**src/rtl/eag_pkg.sv**
```systemverilog
// Package: shared mode encoding for the effective address generator.
// Assumes the mode field is three bits wide; code 7 is reserved.
package eag_pkg;
    typedef enum logic [2:0] {
        MODE_ABS     = 3'd0,
        MODE_REGPTR  = 3'd1,
        MODE_DISP    = 3'd2,
        MODE_IDX     = 3'd3,
        MODE_MEMIND  = 3'd4,
        MODE_STEPUP  = 3'd5,
        MODE_STEPDN  = 3'd6,
        MODE_RSVD    = 3'd7
    } eag_mode_e;
endpackage

```
**src/rtl/eag_addr_calc.sv**
```systemverilog
// Module: combinational address arithmetic for all single-cycle modes.
// Computes the address, the stepped base value and whether a base
// write-back is needed. All sums wrap modulo 2^AW. The memory-indirect
// address is not produced here (its address comes from memory).
module eag_addr_calc #(
    parameter int AW   = 32,
    parameter int STEP = 4
) (
    input  eag_pkg::eag_mode_e mode,
    input  logic [AW-1:0]      base,
    input  logic [AW-1:0]      index,
    input  logic [AW-1:0]      imm,
    output logic [AW-1:0]      addr,
    output logic [AW-1:0]      new_base,
    output logic               wb_req
);
    import eag_pkg::*;

    localparam logic [AW-1:0] STEP_W = AW'(STEP);

    logic [AW-1:0] base_up;
    logic [AW-1:0] base_dn;

    // Stepped base values, wrapping in both directions.
    always_comb begin
        base_up = base + STEP_W;
        base_dn = base - STEP_W;
    end

    // Select the address and write-back value for the requested mode.
    always_comb begin
        addr     = imm;
        new_base = base;
        wb_req   = 1'b0;
        case (mode)
            MODE_ABS:    addr = imm;
            MODE_REGPTR: addr = base;
            MODE_DISP:   addr = base + imm;
            MODE_IDX:    addr = base + index;
            MODE_MEMIND: addr = base;
            MODE_STEPUP: begin
                addr     = base;
                new_base = base_up;
                wb_req   = 1'b1;
            end
            MODE_STEPDN: begin
                addr     = base_dn;
                new_base = base_dn;
                wb_req   = 1'b1;
            end
            default:     addr = imm;
        endcase
    end
endmodule

```
**src/rtl/eag_ind_fetch.sv**
```systemverilog
// Module: sequencer for the memory-indirect pointer read.
// On launch it latches the pointer location and holds a read request
// until the memory signals ready; done pulses combinationally in that
// cycle with the returned word on data. Assumes launch is only raised
// while busy is low.
module eag_ind_fetch #(
    parameter int AW = 32
) (
    input  logic          clk,
    input  logic          rst_n,
    input  logic          launch,
    input  logic [AW-1:0] ptr_loc,
    input  logic          mem_ready,
    input  logic [AW-1:0] mem_rdata,
    output logic          busy,
    output logic          mem_req,
    output logic [AW-1:0] mem_addr,
    output logic          done,
    output logic [AW-1:0] data
);
    typedef enum logic { FS_IDLE = 1'b0, FS_WAIT = 1'b1 } fstate_e;

    fstate_e       state_q;
    logic [AW-1:0] loc_q;

    // State register: enter WAIT on launch, leave it when memory is ready.
    always_ff @(posedge clk) begin
        if (!rst_n) begin
            state_q <= FS_IDLE;
            loc_q   <= '0;
        end else begin
            case (state_q)
                FS_IDLE: if (launch) begin
                    state_q <= FS_WAIT;
                    loc_q   <= ptr_loc;
                end
                FS_WAIT: if (mem_ready) state_q <= FS_IDLE;
                default: state_q <= FS_IDLE;
            endcase
        end
    end

    // Outputs derived from the current state.
    always_comb begin
        busy     = (state_q == FS_WAIT);
        mem_req  = busy;
        mem_addr = loc_q;
        done     = busy && mem_ready;
        data     = mem_rdata;
    end

    AST_REQ_HOLD: assert property (@(posedge clk) disable iff (!rst_n)
        (mem_req && !mem_ready) |=> (mem_req && $stable(mem_addr)));
endmodule

```
**src/rtl/eff_addr_gen.sv**
```systemverilog
// Module: top of the multi-mode effective address generator.
// Accepts one request per start pulse while not busy, registers the
// address (and base write-back for the stepping modes) into one-cycle
// result pulses. Memory-indirect requests go through the fetch sequencer.
// Assumes mem_rdata is valid whenever mem_ready is high during a fetch.
module eff_addr_gen #(
    parameter int AW   = 32,
    parameter int STEP = 4
) (
    input  logic          clk,
    input  logic          rst_n,
    input  logic          start,
    input  logic [2:0]    mode,
    input  logic [AW-1:0] base,
    input  logic [AW-1:0] index,
    input  logic [AW-1:0] imm,
    output logic          mem_req,
    output logic [AW-1:0] mem_addr,
    input  logic          mem_ready,
    input  logic [AW-1:0] mem_rdata,
    output logic          busy,
    output logic          ea_valid,
    output logic [AW-1:0] ea,
    output logic          wb_en,
    output logic [AW-1:0] wb_data
);
    import eag_pkg::*;

    eag_mode_e     mode_e;
    eag_mode_e     mode_q;
    logic          accept;
    logic          is_ind;
    logic [AW-1:0] calc_addr;
    logic [AW-1:0] calc_base;
    logic          calc_wb;
    logic          fetch_done;
    logic [AW-1:0] fetch_data;

    // Decode the request and decide whether it is taken this cycle.
    always_comb begin
        mode_e = eag_mode_e'(mode);
        is_ind = (mode_e == MODE_MEMIND);
        accept = start && !busy;
    end

    eag_addr_calc #(.AW(AW), .STEP(STEP)) u_calc (
        .mode     (mode_e),
        .base     (base),
        .index    (index),
        .imm      (imm),
        .addr     (calc_addr),
        .new_base (calc_base),
        .wb_req   (calc_wb)
    );

    eag_ind_fetch #(.AW(AW)) u_fetch (
        .clk       (clk),
        .rst_n     (rst_n),
        .launch    (accept && is_ind),
        .ptr_loc   (calc_addr),
        .mem_ready (mem_ready),
        .mem_rdata (mem_rdata),
        .busy      (busy),
        .mem_req   (mem_req),
        .mem_addr  (mem_addr),
        .done      (fetch_done),
        .data      (fetch_data)
    );

    // Result register: one-cycle valid and write-back pulses.
    always_ff @(posedge clk) begin
        if (!rst_n) begin
            ea_valid <= 1'b0;
            ea       <= '0;
            wb_en    <= 1'b0;
            wb_data  <= '0;
            mode_q   <= MODE_ABS;
        end else begin
            ea_valid <= 1'b0;
            wb_en    <= 1'b0;
            if (accept) mode_q <= mode_e;
            if (fetch_done) begin
                ea_valid <= 1'b1;
                ea       <= fetch_data;
            end else if (accept && !is_ind) begin
                ea_valid <= 1'b1;
                ea       <= calc_addr;
                wb_en    <= calc_wb;
                if (calc_wb) wb_data <= calc_base;
            end
        end
    end

    AST_WB_WITH_VALID: assert property (@(posedge clk) disable iff (!rst_n)
        wb_en |-> (ea_valid && (mode_q == MODE_STEPUP || mode_q == MODE_STEPDN)));
    AST_SINGLE_CYCLE: assert property (@(posedge clk) disable iff (!rst_n)
        (start && !busy && mode != 3'd4) |=> ea_valid);
    AST_WAIT_SILENT: assert property (@(posedge clk) disable iff (!rst_n)
        (busy && !mem_ready) |=> !ea_valid);
    AST_POST_STEP: assert property (@(posedge clk) disable iff (!rst_n)
        (ea_valid && wb_en && mode_q == MODE_STEPUP) |-> (wb_data == ea + AW'(STEP)));
    AST_PRE_STEP: assert property (@(posedge clk) disable iff (!rst_n)
        (ea_valid && wb_en && mode_q == MODE_STEPDN) |-> (wb_data == ea));
    AST_IND_RESULT: assert property (@(posedge clk) disable iff (!rst_n)
        (mem_req && mem_ready) |=> (ea_valid && !wb_en && ea == $past(mem_rdata)));
endmodule

```
**config.mk**
```make
export PLATFORM = sky130hd
export DESIGN_NAME = eff_addr_gen
export DESIGN_NICKNAME = d
export VERILOG_FILES = /design/src/rtl/eag_pkg.sv /design/src/rtl/eag_addr_calc.sv /design/src/rtl/eag_ind_fetch.sv /design/src/rtl/eff_addr_gen.sv
export SDC_FILE = /design/constraint.sdc
export NUM_CORES = 1
export LEC_CHECK = 0
export BUFFER_PORTS_ARGS = -buffer_cell sky130_fd_sc_hd__buf_2
export CORE_ASPECT_RATIO = 1.4
export CORE_MARGIN = 3
export CORE_UTILIZATION = 55
export CTS_CLUSTER_SIZE = 16
export DETAILED_ROUTE_END_ITERATION = 16
export GPL_TIMING_DRIVEN = 0
export HOLD_SLACK_MARGIN = 0.08
export PLACE_DENSITY_LB_ADDON = 0.3
export SETUP_SLACK_MARGIN = 0.02
export SYNTH_ARGS = -nofsm -noshare
export SYNTH_HDL_FRONTEND = slang
export SYNTH_HIERARCHICAL = 1
export SYNTH_SLANG_ARGS = --single-unit
```
**constraint.sdc**
```tcl
create_clock -name clk -period 6.9 [get_ports clk]
set_input_delay 2.07 -clock clk [delete_from_list [all_inputs] [get_ports clk]]
set_output_delay 2.07 -clock clk [all_outputs]
set_load 0.05 [all_outputs]
```
# [After elaboration in Yosys (flattened, before gate mapping)]
# Cells that the tools add are included.
[totals] register_bits=99 latchBits=0 ramBits=0 rom_bits=0 in_bits=135 out_inout_bits=100 word_cells=42 mem_count=0
[classes] n_addsub=4 multipliers=0 div=0 magnitude_cmp=0 eq_ne=6 shifts=0 mux=10 bitwise_logic=4 n_reduce_logical=12
[ops] cell="32-bit case mux with 4 select lines" n=1
[ops] cell="32-bit adder" n=2
[ops] cell="32-bit two-way mux" n=2
[ops] cell="32-bit case mux with 2 select lines" n=1
[ops] cell="32-bit by 3-bit adder with 32-bit output (second input constant)" n=1
[ops] cell="32-bit by 3-bit subtractor with 32-bit output (second input constant)" n=1
[ops] cell="3-bit == test (second input constant)" n=3
[ops] cell="3-bit by 2-bit == test with 1-bit output (second input constant)" n=2
[ops] cell="3-bit OR reduction" n=2
[ops] cell="1-bit two-way mux" n=5
[ops] cell="1-bit logical AND" n=4
[ops] cell="1-bit NOT" n=4
[ops] cell="3-bit by 1-bit == test with 1-bit output (second input constant)" n=1
[ops] cell="3-bit AND reduction" n=1
[ops] cell="1-bit logical NOT" n=2
[ops] cell="1-bit case mux with 2 select lines" n=1
[ops] cell="2-bit AND reduction" n=1
[ops] cell="2-bit nonzero test" n=1
[ops] cell="2-bit OR reduction" n=1

# [Longest topological paths before layout]
[logic_depth] ltp_word=5 mapped_depth=18 mapped_depth_nobuf=16

# [By module]
# The synthesis kept the hierarchy.
[by_module_without_submodules] module="eag_addr_calc" n_inst=1 cells_each=742 area_each_um2=4964.8 seq_area_each_um2=0.0
[by_module_without_submodules] module="eff_addr_gen" n_inst=1 cells_each=325 area_each_um2=3006.6 seq_area_each_um2=1321.3
[by_module_without_submodules] module="eag_ind_fetch" n_inst=1 cells_each=177 area_each_um2=1606.5 seq_area_each_um2=660.6

# [Worst setup path before layout]
# OpenSTA, ideal clock, no wires.
[synth_timing] kind="input to register" from="in mode[1]" to="reg ea[24]" setup_ns=0.122 t_arrival_ns=5.819 required_time_ns=6.778 path_slack_ns=0.958 stages=18 n_path_buf=2 cell_sequence="clkbuf_1 -> inv_1 -> nor2_1 -> nand2_1 -> clkbuf_1 -> mux2_2 -> ha_1 -> fa_1 -> a21o_1 -> a21oi_1 -> o21bai_1 -> a211oi_1 -> o311ai_0 -> a221oi_1 -> nor4b_1 -> a211o_1 -> o211ai_1 -> mux2i_1"
[synth_via] elab_chain_len=5 word_cells_on_any_way=13 cone_classes="6 x eq/ne; 3 x mux; 4 x reduce/logical"
[synth_rtl] item="start: declaration" line_no="eff_addr_gen.sv:13" rtl="input logic [2:0] mode,"
[synth_rtl] item="3-bit == test / 3-bit by 1-bit == test with 1-bit output (equally long branches)" line_no="eag_addr_calc.sv:35" rtl="case (mode)"
[synth_rtl] item="3-bit OR reduction (no line)"
[synth_rtl] item="32-bit case mux with 4 select lines (*)" line_no="eag_addr_calc.sv:35"
[synth_rtl] item="via calc_addr[24]" line_no="eff_addr_gen.sv:33" rtl="logic [AW-1:0] calc_addr;"
[synth_rtl] item="32-bit two-way mux (*)" line_no="eff_addr_gen.sv:85" rtl="end else if (accept && !is_ind) begin"
[synth_rtl] item="32-bit two-way mux (*)" line_no="eff_addr_gen.sv:82" rtl="if (fetch_done) begin"
[synth_rtl] item="end signal: assignment" line_no="eff_addr_gen.sv:84" rtl="ea <= fetch_data;"
[synth_rtl] item="end signal: assignment" line_no="eff_addr_gen.sv:87" rtl="ea <= calc_addr;"
[synth_rtl] item="end: declaration" line_no="eff_addr_gen.sv:23" rtl="output logic [AW-1:0] ea,"
# The timed path passes the listed nets; every way through them passes the cells marked *. The select of a mux whose other input is x is not followed.
# A chain may end at the register's enable or synchronous reset.

# [Worst setup path in the final report]
[layout_timing] from="in mode[2]" to="reg ea[29]"
# The elaborated chain is that of the path after synthesis.

==> flow_summary_export.csv <==
group,metric,value,unit
worst_setup_path,reg2reg_from,"u_fetch/busy",
worst_setup_path,cp_slowest_stage_delay,0.59,ns
clock_tree,cts_max_level,3,
yosys,netlist_top_cells_count,"nand2_1, mux2i_1, dfxtp_1",
yosys,avgSynthCellArea,7.70,µm²
yosys,synth_edf_count,0,
yosys,muxShareOfSynthArea,14.8,%
placed_design,hpwl,29.6,mm
routing,drtIter0Drc,1210,
clock_tree,clk_pin_slew,0.08,ns
sta,fmax,149,MHz
worst_setup_path,criticalPathCategory,"in -> reg",
sta,max_slew.worst_pin.slew,0.865,ns
grt,overflow,0,
worst_setup_path,cp-start-kind,"input pin",
finish,drive_gt1_share,23.0,%
yosys,syn_inst,1244,
yosys,ys_seq_area_share,20.7,%
yosys,synth_compound_area_share,23.1,%
finish,areaGrowthSynthToFinish,16.8,%
pwr,p_total,1930,µW
routing,routed_wl,36.8,mm
clock_tree,cts_buffers,9,
routing,drc,0,
yosys,synth.ff_latch_count,99,
clock_tree,cts.sinks,99,
yosys,ys.flop_type,"dfxtp_1",
worst_setup_path,cp_cell_sequence,"buf_2 > clkbuf_1 > nor2_2 > nand2_1 > clkbuf_1 > mux2_2 > ha_1 > a21oi_1 > nor2b_1 > o211a_1 > o211a_1 > o41a_1 > a211oi_2 > xnor2_1 > o221ai_1 > o211ai_1 > mux2i_1",
finish,fin_nets,1631,
sta,slew_headroom,42.1,%
sta,fin_crit,6.71,ns
floorplan,initial_core_util,56.7,%
clock_tree,root_buffer,"clkbuf_16",
floorplan,fp.coreArea,16900,µm²
floorplan,die_w,118,µm
min_path,holdCritStartpoint,"wb_data[14]",
floorplan,die-height,162,µm
worst_setup_path,cp-end-kind,"flip-flop",
pwr,powerDensity,172,nW/µm²
clock_tree,cts_resized,1,
clock_tree,cts_hold_buf,0,
clock_tree,cts_setup_buffers,0,
yosys,synth_area_leaders,"dfxtp_1, mux2i_1, nand2_1",
sta,skew,0.00899,ns
floorplan,rows,56,
worst_setup_path,cp-startpoint,"mode[2]",
grt,antenna_found_initial,0,
yosys,post-synth-top-count-cell,"nand2_1",
yosys,synth_top_area_share,20.7,%
routing,postRouteAntennaNets,0,
run,drv_cap,0,
grt,grtUsageTotal,36.8,%
finish,stdcell_area,11200,µm²
placed_design,placed_cell_area,10900,µm²
floorplan,dieArea,19100,µm²
grt,grt_pass1_vias,9922,
worst_setup_path,critPathArrivalTime,6.97,ns
clock_tree,tritoncts,"built",
worst_setup_path,cp_max_fo,10,
floorplan,pin_count,235,
routing,num_vias,10500,
placed_design,pre_cts_ws,-0.448,ns
yosys,synth_top_family_by_area,"compound AO/OA/AOI/OAI gates",
finish,diodes,0,
sta,setup_viol,0,
yosys,synth_top_area_cell,"dfxtp_1",
clock_tree,clock_latency,0.37,ns
clock_tree,cts_max_path_buffers,2,
min_path,hold_class,"reg -> reg",
pwr,ir_worst_vdd,114,µV
grt,grt_pass1_wl,55.0,mm
placed_design,gp_congestion,1.05,
routing,via_per_inst,6.21,
pwr,total_leakage_power,0.00489,µW
sta,drv_slew,0,
yosys,synth_nets,1420,
grt,grt_max_degree,19,
yosys,synth-xor-area-share,4.57,%
yosys,async_flop_share,0,%
finish,finish.utilization,66.3,%
worst_setup_path,critPathSlowestCell,"clkbuf_1",
yosys,synth-adder-area-share,5.43,%
sta,hold_viol_final,0,
routing,first_pass_iters,6,
yosys,synthSimpleGateAreaFrac,22.0,%
sta,fin_ws,0.187,ns
outcome,outcome,"finished clean",
placed_design,port_buffers,201,
routing,avgRoutedWirePerCell,21.8,µm
yosys,yosys_warnings,6,
worst_setup_path,critPathRequiredTime,7.16,ns
sta,finalCritPeriodShare,97.3,%
sta,worst_hold_slack,0.458,ns
yosys,syn_area,9580,µm²
yosys,synth_cell_types,78,
sta,rsz0062_at_grt,"false",
==> cell type report <==
type,instances,area (µm²)
multi-input combinational,983,6710
fill,1546,5700
sequential,99,1980
timing repair buffer,201,1010
buffer,140,818
tap,232,290
clock buffer,9,225
clock inverter,7,85.1
inverter,21,78.8
==> per-layer routing <==
metal	up-vias	wire, µm	global-route usage (%)
li1	4881	-	-
met1	4881	14100	44.4
met2	612	17100	61.4
met3	139	3070	5.82
met4	0	2600	23.4
met5	-	0	0
==> stage by stage <==
| stage | TNS, ns | cells |
|---|---|---|
| floorplan | 0 | 1244 |
| global placement | -3.76 | 1677 |
| detailed placement | -4.20 | 1677 |
| CTS | 0 | 1693 |
| global route | 0 | 1692 |
| finish | 0 | 1692 |
==> final timing paths <==
path                                     to  slack (ns)  depth (start not counted)
worst max-delay path                 ea[29]        0.19                         17
worst min-delay path            wb_data[14]        0.46                          2
worst max register to register        ea[8]        4.98                          6
worst min register to register  wb_data[14]        0.46                          2
==> cell usage in the layout (no fill, tap or decap), types with 11 or more instances in the layout <==
cell      count
ha_1         40
xor2_1       15
mux2i_1     106
a21o_1       28
dfxtp_1      99
a31oi_1      12
mux2_2       32
clkbuf_1     62
and3_1       15
o211ai_1     40
inv_1        21
nor2_1       54
o21ai_0      45
nand2_1     210
o221ai_1     12
o22ai_1      12
nand3_1      14
xnor2_1      35
a21oi_1      70
nor3_1       32
a22o_1       25
buf_2       217
buf_4        40
nand2b_1     38
buf_1        11
a22oi_1      18
==> worst max-delay path: cells and delay by family <==
family	cells	cell delay, ns
adders and majority gates	1	0.32
muxes	2	0.56
buffers and inverters	3	1.22
and+or+nand+nor	3	0.50
xor gates and xnor gates	1	0.18
AOI/OAI and AO/OA	7	2.10
==> sequential cells by signal, indices dropped and copies added, names as in the netlist <==
register / cells
u_fetch/busy: 1
u_fetch/mem_addr: 32
ea: 32
ea_valid: 1
wb_data: 32
wb_en: 1
==> cell families (layout without fill, tap and decap cells) <==
logic type                 count (synthesis)  count (layout)
AOI/OAI and AO/OA                        320             320
adders and majority gates                 41              41
DFF                                       99              99
xor gates and xnor gates                  50              50
and+or+nand+nor                          434             434
muxes                                    138             138
buffers and inverters                    162             378
==> report_power, final <==
part | total [µW] | leakage, µW | switching (µW) | internal (µW)
combinational | 767 | 0.00394 | 500 | 267
clock | 545 | 0.000146 | 257 | 288
sequential | 617 | 0.000806 | 14.7 | 603
Note: power is estimated with default switching activity, not from simulation.
